## config.mk

```make
export PLATFORM = sky130hd
export DESIGN_NAME = xfer_chan
export DESIGN_NICKNAME = d
export VERILOG_FILES = /design/src/rtl/xc_pkg.sv /design/src/rtl/xc_ptr.sv /design/src/rtl/xc_count.sv /design/src/rtl/xc_term.sv /design/src/rtl/xfer_chan.sv
export SDC_FILE = /design/constraint.sdc
export NUM_CORES = 1
export LEC_CHECK = 0
export BUFFER_PORTS_ARGS = -buffer_cell sky130_fd_sc_hd__buf_2
export CAP_MARGIN = 5
export CORE_MARGIN = 5
export CORE_UTILIZATION = 55
export CTS_BUF_LIST = sky130_fd_sc_hd__clkbuf_8
export DETAILED_ROUTE_END_ITERATION = 7
export PLACE_DENSITY = 0.8
export SYNTH_ARGS = -nofsm -noshare
export SYNTH_HDL_FRONTEND = slang
export SYNTH_SLANG_ARGS = --single-unit
```

## constraint.sdc

```tcl
create_clock -name clk -period 2.7 [get_ports clk]
set_input_delay 0.54 -clock clk [delete_from_list [all_inputs] [get_ports clk]]
set_output_delay 0.54 -clock clk [all_outputs]
set_load 0.02 [all_outputs]
```

## src/rtl/xc_pkg.sv

```systemverilog
package xc_pkg;
  typedef enum logic [1:0] {
    TC_COUNT  = 2'd0,
    TC_MATCH  = 2'd1,
    TC_EXT    = 2'd2,
    TC_SINGLE = 2'd3
  } term_e;

  typedef struct packed {
    logic src_step;
    logic dst_step;
    logic xlat_on;
    logic match_stop;
    logic ext_stop;
    logic count_stop;
    logic single_shot;
  } mode_t;

  typedef enum logic [2:0] {
    ST_IDLE, ST_WAIT, ST_FETCH, ST_XLAT, ST_STORE
  } state_e;
endpackage

```

## src/rtl/xc_ptr.sv

```systemverilog
module xc_ptr #(
  parameter int AW = 20
) (
  input  logic          clk,
  input  logic          rst,
  input  logic          load,
  input  logic [AW-1:0] ld_val,
  input  logic          step,
  output logic [AW-1:0] q
);
  always_ff @(posedge clk) begin
    if (rst)       q <= '0;
    else if (load) q <= ld_val;
    else if (step) q <= q + AW'(1);
  end
endmodule

```

## src/rtl/xc_count.sv

```systemverilog
module xc_count #(
  parameter int CW = 16
) (
  input  logic          clk,
  input  logic          rst,
  input  logic          load,
  input  logic [CW-1:0] ld_val,
  input  logic          dec,
  output logic          last
);
  logic [CW-1:0] left_q;
  always_ff @(posedge clk) begin
    if (rst)       left_q <= '0;
    else if (load) left_q <= ld_val;
    else if (dec)  left_q <= left_q - CW'(1);
  end
  assign last = (left_q == CW'(1));
endmodule

```

## src/rtl/xc_term.sv

```systemverilog
module xc_term
  import xc_pkg::*;
(
  input  logic  ext_hit,
  input  logic  match_hit,
  input  logic  count_hit,
  input  logic  single_hit,
  output logic  stop,
  output term_e code
);
  always_comb begin
    stop = ext_hit | match_hit | count_hit | single_hit;
    if (ext_hit)        code = TC_EXT;
    else if (match_hit) code = TC_MATCH;
    else if (count_hit) code = TC_COUNT;
    else                code = TC_SINGLE;
  end
endmodule

```

## src/rtl/xfer_chan.sv

```systemverilog
module xfer_chan
  import xc_pkg::*;
#(
  parameter int AW = 20,
  parameter int DW = 8,
  parameter int CW = 16,
  parameter int MW = 7
) (
  input  logic          clk,
  input  logic          rst,
  input  logic          start,
  input  logic [MW-1:0] mode_i,
  input  logic [AW-1:0] src_addr_i,
  input  logic [AW-1:0] dst_addr_i,
  input  logic [AW-1:0] tbl_addr_i,
  input  logic [CW-1:0] count_i,
  input  logic [DW-1:0] mask_i,
  input  logic [DW-1:0] match_i,
  input  logic          dreq_i,
  input  logic          ext_i,
  input  logic          irq_clr_i,
  output logic          bus_req_o,
  output logic          bus_we_o,
  output logic [AW-1:0] bus_addr_o,
  output logic [DW-1:0] bus_wdata_o,
  input  logic [DW-1:0] bus_rdata_i,
  input  logic          bus_rdy_i,
  output logic          busy_o,
  output logic          irq_o,
  output logic [1:0]    term_code_o
);
  state_e        state_q;
  mode_t         mode_q;
  logic [AW-1:0] tbl_q, src_p, dst_p;
  logic [DW-1:0] mask_q, match_q, hold_q;
  logic          hit_q, ext_pend_q;
  logic          store_done, cnt_last, ext_hit, stop;
  term_e         stop_code;

  assign store_done = (state_q == ST_STORE) && bus_rdy_i;
  assign ext_hit    = mode_q.ext_stop && (ext_pend_q || ext_i);
  assign busy_o     = (state_q != ST_IDLE);

  xc_ptr #(.AW(AW)) u_src (
    .clk(clk), .rst(rst), .load(start && !busy_o), .ld_val(src_addr_i),
    .step(store_done && mode_q.src_step), .q(src_p));

  xc_ptr #(.AW(AW)) u_dst (
    .clk(clk), .rst(rst), .load(start && !busy_o), .ld_val(dst_addr_i),
    .step(store_done && mode_q.dst_step), .q(dst_p));

  xc_count #(.CW(CW)) u_cnt (
    .clk(clk), .rst(rst), .load(start && !busy_o), .ld_val(count_i),
    .dec(store_done), .last(cnt_last));

  xc_term u_term (
    .ext_hit(ext_hit),
    .match_hit(mode_q.match_stop && hit_q),
    .count_hit(mode_q.count_stop && cnt_last),
    .single_hit(mode_q.single_shot),
    .stop(stop), .code(stop_code));

  always_ff @(posedge clk) begin
    if (rst)                         ext_pend_q <= 1'b0;
    else if (start && !busy_o)       ext_pend_q <= 1'b0;
    else if (busy_o && ext_hit)      ext_pend_q <= 1'b1;
  end

  always_ff @(posedge clk) begin
    if (rst) begin
      state_q     <= ST_IDLE;
      mode_q      <= '0;
      tbl_q       <= '0;
      mask_q      <= '0;
      match_q     <= '0;
      hold_q      <= '0;
      hit_q       <= 1'b0;
      bus_req_o   <= 1'b0;
      bus_we_o    <= 1'b0;
      bus_addr_o  <= '0;
      bus_wdata_o <= '0;
      irq_o       <= 1'b0;
      term_code_o <= 2'd0;
    end else begin
      if (irq_clr_i) irq_o <= 1'b0;
      case (state_q)
        ST_IDLE: begin
          if (start) begin
            mode_q  <= mode_t'(mode_i);
            tbl_q   <= tbl_addr_i;
            mask_q  <= mask_i;
            match_q <= match_i;
            state_q <= ST_WAIT;
          end
        end
        ST_WAIT: begin
          if (ext_hit) begin
            state_q     <= ST_IDLE;
            irq_o       <= 1'b1;
            term_code_o <= TC_EXT;
          end else if (dreq_i) begin
            bus_req_o  <= 1'b1;
            bus_we_o   <= 1'b0;
            bus_addr_o <= src_p;
            state_q    <= ST_FETCH;
          end
        end
        ST_FETCH: begin
          if (bus_rdy_i) begin
            hold_q <= bus_rdata_i;
            hit_q  <= ((bus_rdata_i & mask_q) == match_q);
            if (mode_q.xlat_on) begin
              bus_addr_o <= tbl_q + AW'(bus_rdata_i);
              state_q    <= ST_XLAT;
            end else begin
              bus_we_o    <= 1'b1;
              bus_addr_o  <= dst_p;
              bus_wdata_o <= bus_rdata_i;
              state_q     <= ST_STORE;
            end
          end
        end
        ST_XLAT: begin
          if (bus_rdy_i) begin
            bus_we_o    <= 1'b1;
            bus_addr_o  <= dst_p;
            bus_wdata_o <= bus_rdata_i;
            state_q     <= ST_STORE;
          end
        end
        ST_STORE: begin
          if (bus_rdy_i) begin
            bus_req_o <= 1'b0;
            bus_we_o  <= 1'b0;
            if (stop) begin
              state_q     <= ST_IDLE;
              irq_o       <= 1'b1;
              term_code_o <= stop_code;
            end else begin
              state_q <= ST_WAIT;
            end
          end
        end
        default: state_q <= ST_IDLE;
      endcase
    end
  end
endmodule

```

==> flow_summary.json, run 1 <==
{
  "h-tree-depth": 4,
  "clock_latency_ps": 460,
  "grt_pass1_wl_mm": 31.0,
  "max_slew.worst_pin.slew_ps": 702,
  "fin_skew_ps": 11.2,
  "synthFlopType": "dfxtp_1",
  "path_cells": "nor3_1, inv_1, buf_2",
  "synth.distinct_cells": 60,
  "critPathKind": "reg2out",
  "hpwlAfterDp_mm": 14.3,
  "maxSlewHeadroom_pct": 52.8,
  "synthMuxAreaShare_pct": 0.145,
  "routed_wl_mm": 19.2,
  "yosys-top-cells-area": "dfxtp_1 (40%), nand2_1 (8.7%), xor2_1 (6.7%), a21oi_1 (6.3%), a211oi_1 (5.9%)",
  "area_growth_pct": 19.5,
  "syn_nets": 992,
  "grt_max_degree": 90,
  "slowest_delay_ps": 570,
  "cts_resized": 0,
  "hold_path.class": "in2reg",
  "dr_total_vias": 6726,
  "ys_async_sr_fraction_pct": 0,
  "ios": 148,
  "nFillCells": 1093,
  "ys_ff_latch": 137,
  "cts.sink_count": 137,
  "slew_viol_final": 0,
  "layout_worst_path_cycle_share_pct": 86.3,
  "setup_viol": 0,
  "post-cts-setup-buffer-count": 0,
  "synth_adder_area_share_pct": 2.47,
  "postLayoutCoreUtil_pct": 67.7,
  "cts.clk_slew.worst_paths_ps": 70,
  "cts_buffer_depth": 2,
  "max_freq_mhz": 429,
  "cts_tree": "done",
  "yosys_warnings": 0,
  "whs_ps": 319,
  "synth_compound_area_share_pct": 22.1,
  "synth_area_um2": 6890,
  "synth_edf_count": 0,
  "wl_per_cell_um": 16.3,
  "dieWidth_um": 122,
  "cp_slowest_cell": "nor3_1",
  "design.core.area_um2": 12200,
  "arrival_ps": 1790,
  "leakage_nw": 3.28,
  "synth_top_area_cell": "dfxtp_1",
  "routed_via_density": 5.69,
  "initial_utilization_pct": 56.6,
  "vdd_drop_max_v": 0.000502,
  "grt_pass1_vias": 6293,
  "layout-drive-gt1-share_pct": 20.5,
  "yosysTopAreaCellShare_pct": 39.8,
  "yosys.area_share.xor_xnor_pct": 8.52,
  "portBuffers": 147,
  "dr.pass1.iters": 5,
  "hold_violations": 0,
  "setup_slack_ps": 371,
  "tns_ps": 0,
  "die_area_um2": 14900,
  "cp.required_ps": 2160,
  "die_h_um": 122,
  "drt_iter0_markers": 649,
  "drc": 0,
  "nets": 1128,
  "maxCapViolations": 0,
  "status": "finished, final reports clean",
  "synthCells": 865,
  "overflow": 0,
  "antenna_found_initial": 1,
  "crit_path_end_kind": "primary output",
  "gp_congestion": 0.920,
  "synth-simple-area-share_pct": 23.3,
  "ant_nets": 0,
  "yosysSeqAreaShare_pct": 39.8,
  "cts_made_buffers": 17,
  "synth_top_family_by_area": "simple AND/OR/NAND/NOR gates",
  "syn_area_per_cell_um2": 7.96,
  "critPathMaxFanout": 14,
  "cts.root.buffer_cell": "clkbuf_8",
  "diodes": 0,
  "min_period_ps": 2330,
  "postCtsHoldBufs": 0,
  "critPathLaunchType": "flop",
  "rsz0062_at_grt": "false",
  "place_ws_ps": 77.5,
  "power_density_nw_per_um2": 889,
  "row_count": 40,
  "grtUsageTotal_pct": 26.3
}
==> routing by layer <==
| metal | GRT usage (%) | share of wire (%) | up-vias | routed length (µm) |
|---|---|---|---|---|
| li1 | - | - | 3362 | - |
| met2 | 41.0 | 45 | 238 | 8670 |
| met3 | 6.13 | 7.5 | 32 | 1440 |
| met5 | 0 | 0.036 | - | 7 |
| met4 | 8.82 | 2.1 | 2 | 413 |
| met1 | 36.0 | 45 | 3092 | 8700 |
==> cells in the mapped netlist, types with 12 or more instances <==
library cell / number
nor3_1: 13
nor2_1: 88
o211ai_1: 17
a21oi_1: 86
ha_1: 12
xor2_1: 53
a211oi_1: 54
dfxtp_1: 137
nand4_1: 19
nand3_1: 18
nand2_1: 159
xnor2_1: 14
o21ai_0: 23
buf_2: 12
clkbuf_1: 39
==> cell type report <==
type,instances,area [µm²],share of cell area (%)
clock buffers,20,275,3.34
clock inverters,12,134,1.63
inverters,9,33.8,0.410
multi-input cells,666,3900,47.4
flip-flops and latches,137,2740,33.3
well taps,168,210,2.55
repair buffers,170,936,11.4
==> cells by family after synthesis <==
group                      after synthesis
DFF                                    137
buffers and inverters                   62
xor gates and xnor gates                67
muxes                                    1
adders and majority gates               13
and+or+nand+nor                        352
AOI/OAI and AO/OA                      233
==> sequential cells by signal, indices dropped and copies added (netlist names) <==
register and cells:
bus_req_o 1, tbl_q 20, state_q 3, hit_q 1
mask_q 8, mode_q 7, bus_addr_o 20, term_code_o 2
ext_pend_q 1, bus_we_o 1, match_q 8, u_src.q 20
u_cnt.left_q 16, bus_wdata_o 8, u_dst.q 20, irq_o 1
==> layout by cell type (no fill, tap or decap), types with 12 or more instances in the layout <==
cell type  instances
nand2_1          158
buf_2            146
dfxtp_1          137
nor2_1            88
a21oi_1           86
a211oi_1          54
xor2_1            53
o21ai_0           23
buf_4             22
clkbuf_8          20
nand4_1           19
nand3_1           18
o211ai_1          17
inv_1             14
xnor2_1           14
nor3_1            13
ha_1              12
==> metrics by stage <==
step                      power [mW]  std cells  instance area (µm²)
after floorplan                 4.72        865                 6890
after global placement          5.54       1150                 7820
after detailed placement        5.58       1150                 7820
after CTS                       7.31       1182                 8230
after global routing            7.79       1182                 8230
final                           7.32       1182                 8230
==> path summary, 6_finish.rpt <==
path                   from             end  slack (ps)  depth (start not counted)
min reg2reg  bus_wdata_o[5]  bus_wdata_o[5]         450                          2
min          tbl_addr_i[13]       tbl_q[13]         320                          3
max reg2reg        tbl_q[2]  bus_addr_o[15]         400                          7
max              state_q[0]          busy_o         370                          3
==> critical path, delay by kind of cell (launching register included) <==
| family | cells | cell delay (ps) |
|---|---|---|
| simple gates | 1 | 570 |
| buf+inv | 2 | 330 |
| flops | 1 | 440 |
==> power breakdown <==
part           leakage, nW  internal (mW)  switching (mW)
clock network        0.221          0.967           0.776
logic                 1.93          0.992            1.51
registers             1.12           2.51           0.557
total                 3.28           4.47            2.85
No activity file was read; power rests on OpenSTA's default activity.
==> run 2, diff against run 1 <==
Settings changed: MAX_ROUTING_LAYER from default to met4, REMOVE_ABC_BUFFERS from default to 1.
==> flow_summary.json, run 2 (synthesized netlist as in run 1, its figures left out) <==
{
  "status": "finished, final reports clean",
  "grtUsageTotal_pct": 26.3,
  "hold_path.class": "in2reg",
  "leakage_nw": 3.26,
  "internal-power_mw": 4.53,
  "worstHoldStart": "mode_i[1]",
  "ios": 148,
  "maxSlewHeadroom_pct": 48.8,
  "power_density_nw_per_um2": 895,
  "grt_pass1_vias": 6200,
  "p_total_mw": 7.37,
  "p_sw_share_pct": 38.6,
  "cp_top_family": "compound AO/OA/AOI/OAI gates",
  "portBuffers": 147,
  "rr_startpoint": "tbl_q[2]",
  "cts.clk_slew.worst_paths_ps": 80,
  "nets": 1125,
  "cts_resized": 0,
  "min_period_ps": 2400,
  "drc": 0,
  "whs_path_depth": 3,
  "r2r-end": "bus_addr_o[15]",
  "die_h_um": 122,
  "cts.sink_count": 137,
  "grt_max_degree": 148,
  "critPathKind": "reg2reg",
  "routed_wl_mm": 18.6,
  "rsz0062_at_grt": "false",
  "critPathLaunchType": "flop",
  "overflow": 0,
  "slew_viol_final": 0,
  "p_sw_mw": 2.84,
  "cts_buffer_depth": 2,
  "layout_worst_path_cycle_share_pct": 88.8,
  "layout-drive-gt1-share_pct": 20.5,
  "multiInputGateArea_um2": 3900,
  "fin_skew_ps": 12.0,
  "instances_no_fill": 1179,
  "max_slew.worst_pin.slew_ps": 761,
  "ant_nets": 0,
  "initial_utilization_pct": 56.6,
  "comb_power_share_pct": 33.9,
  "path_cells": "ha_1, o211ai_1, o21a_1, a21boi_0, o2111ai_1, a22o_1, a31oi_1",
  "diodes": 0,
  "dr_total_vias": 6695,
  "cts_made_buffers": 17,
  "crit_path_start": "tbl_q[2]",
  "hold_end": "mode_q[1]",
  "design.core.area_um2": 12200,
  "path_buf_inv": 0,
  "vdd_drop_max_v": 0.000681,
  "clock_latency_ps": 450,
  "nFillCells": 1098,
  "dieWidth_um": 122,
  "post-cts-setup-buffer-count": 0,
  "arrival_ps": 2780,
  "r2r_cells": 7,
  "cts_tree": "done",
  "hold_violations": 0,
  "antenna_found_initial": 0,
  "h-tree-depth": 4,
  "routed_via_density": 5.68,
  "drt_iter0_markers": 539,
  "r2r_slack_ps": 300,
  "area_growth_pct": 19.5,
  "dr.pass1.iters": 8,
  "whs_ps": 321,
  "gp_congestion": 0.976,
  "clockPowerShare_pct": 24.7,
  "maxCapViolations": 0,
  "critPathMaxFanout": 6,
  "seqPwrFrac_pct": 41.4,
  "postCtsHoldBufs": 0,
  "dp_cells": 1147,
  "row_count": 40,
  "postLayoutCoreUtil_pct": 67.7,
  "cp_slowest_cell": "a21boi_0",
  "slowest_delay_ps": 630,
  "cts.root.buffer_cell": "clkbuf_8",
  "hpwlAfterDp_mm": 13.3,
  "die_area_um2": 14900,
  "setup_viol": 0,
  "grt_pass1_wl_mm": 30.3,
  "final_cell_mix": "nand2_1 (158), buf_2 (146), dfxtp_1 (137), nor2_1 (88), a21oi_1 (86)",
  "crit_path_end_kind": "flop",
  "register_area_um2": 2740,
  "cp.required_ps": 3080,
  "wl_per_cell_um": 15.8,
  "max_freq_mhz": 417,
  "layout_commonest_cell": "nand2_1"
}
## run 2: worst max-delay path by stage
| stage | endpoint | slack [ps] | depth (start not counted) |
|---|---|---|---|
| 4_1_cts | bus_addr_o[15] | 350 | 7 |
| 5_1_grt | bus_addr_o[8] | 150 | 8 |
| 6_report | bus_addr_o[15] | 300 | 7 |
| 2_1_floorplan | u_cnt.left_q[8] | -970 | 4 |
| 3_3_place_gp | bus_addr_o[15] | 40 | 8 |
| 3_5_place_dp | bus_addr_o[15] | -3 | 8 |
## run 2: cell type report
cell class | instances | area share (%)
clock buffer | 18 | 3.01
multi-input combinational | 666 | 47.4
sequential | 137 | 33.3
timing repair buffer | 167 | 11.1
clock inverter | 14 | 2.22
inverter | 9 | 0.410
tap | 168 | 2.55
## run 2: metal layers
metal  up-vias  share of wire (%)  track usage, %
met5         -                  0               -
met4         0                2.8            9.73
met3        46                7.8            6.69
met2       258                 45            39.4
met1      3034                 45            34.4
li1       3357                  -               -
## run 2: power by group through the flow
stage | Combinational, mW | Sequential (mW) | Clock (mW)
after global placement | 2.44 | 3.07 | 0
after global routing | 2.79 | 3.12 | 1.94
after floorplan | 1.59 | 3.05 | 0
final | 2.50 | 3.05 | 1.82
after CTS | 2.49 | 3.03 | 1.84
after detailed placement | 2.49 | 3.07 | 0
## run 2: per-stage QoR
step / worst slack, ps / TNS (ps) / area (µm²)
6_report: 302 / 0 / 8230
5_1_grt: 146 / 0 / 8230
4_1_cts: 349 / 0 / 8230
3_5_place_dp: -3.05 / -3.05 / 7800
3_3_place_gp: 35.7 / 0 / 7800
2_1_floorplan: -968 / -60510 / 6670
## run 2: worst min-delay path: cells and delay by family
| family | cells | cell delay [ps] |
|---|---|---|
| AND/OR/NAND/NOR | 1 | 40 |
| buffers and inverters | 1 | 100 |
| AO/OA/AOI/OAI | 1 | 50 |
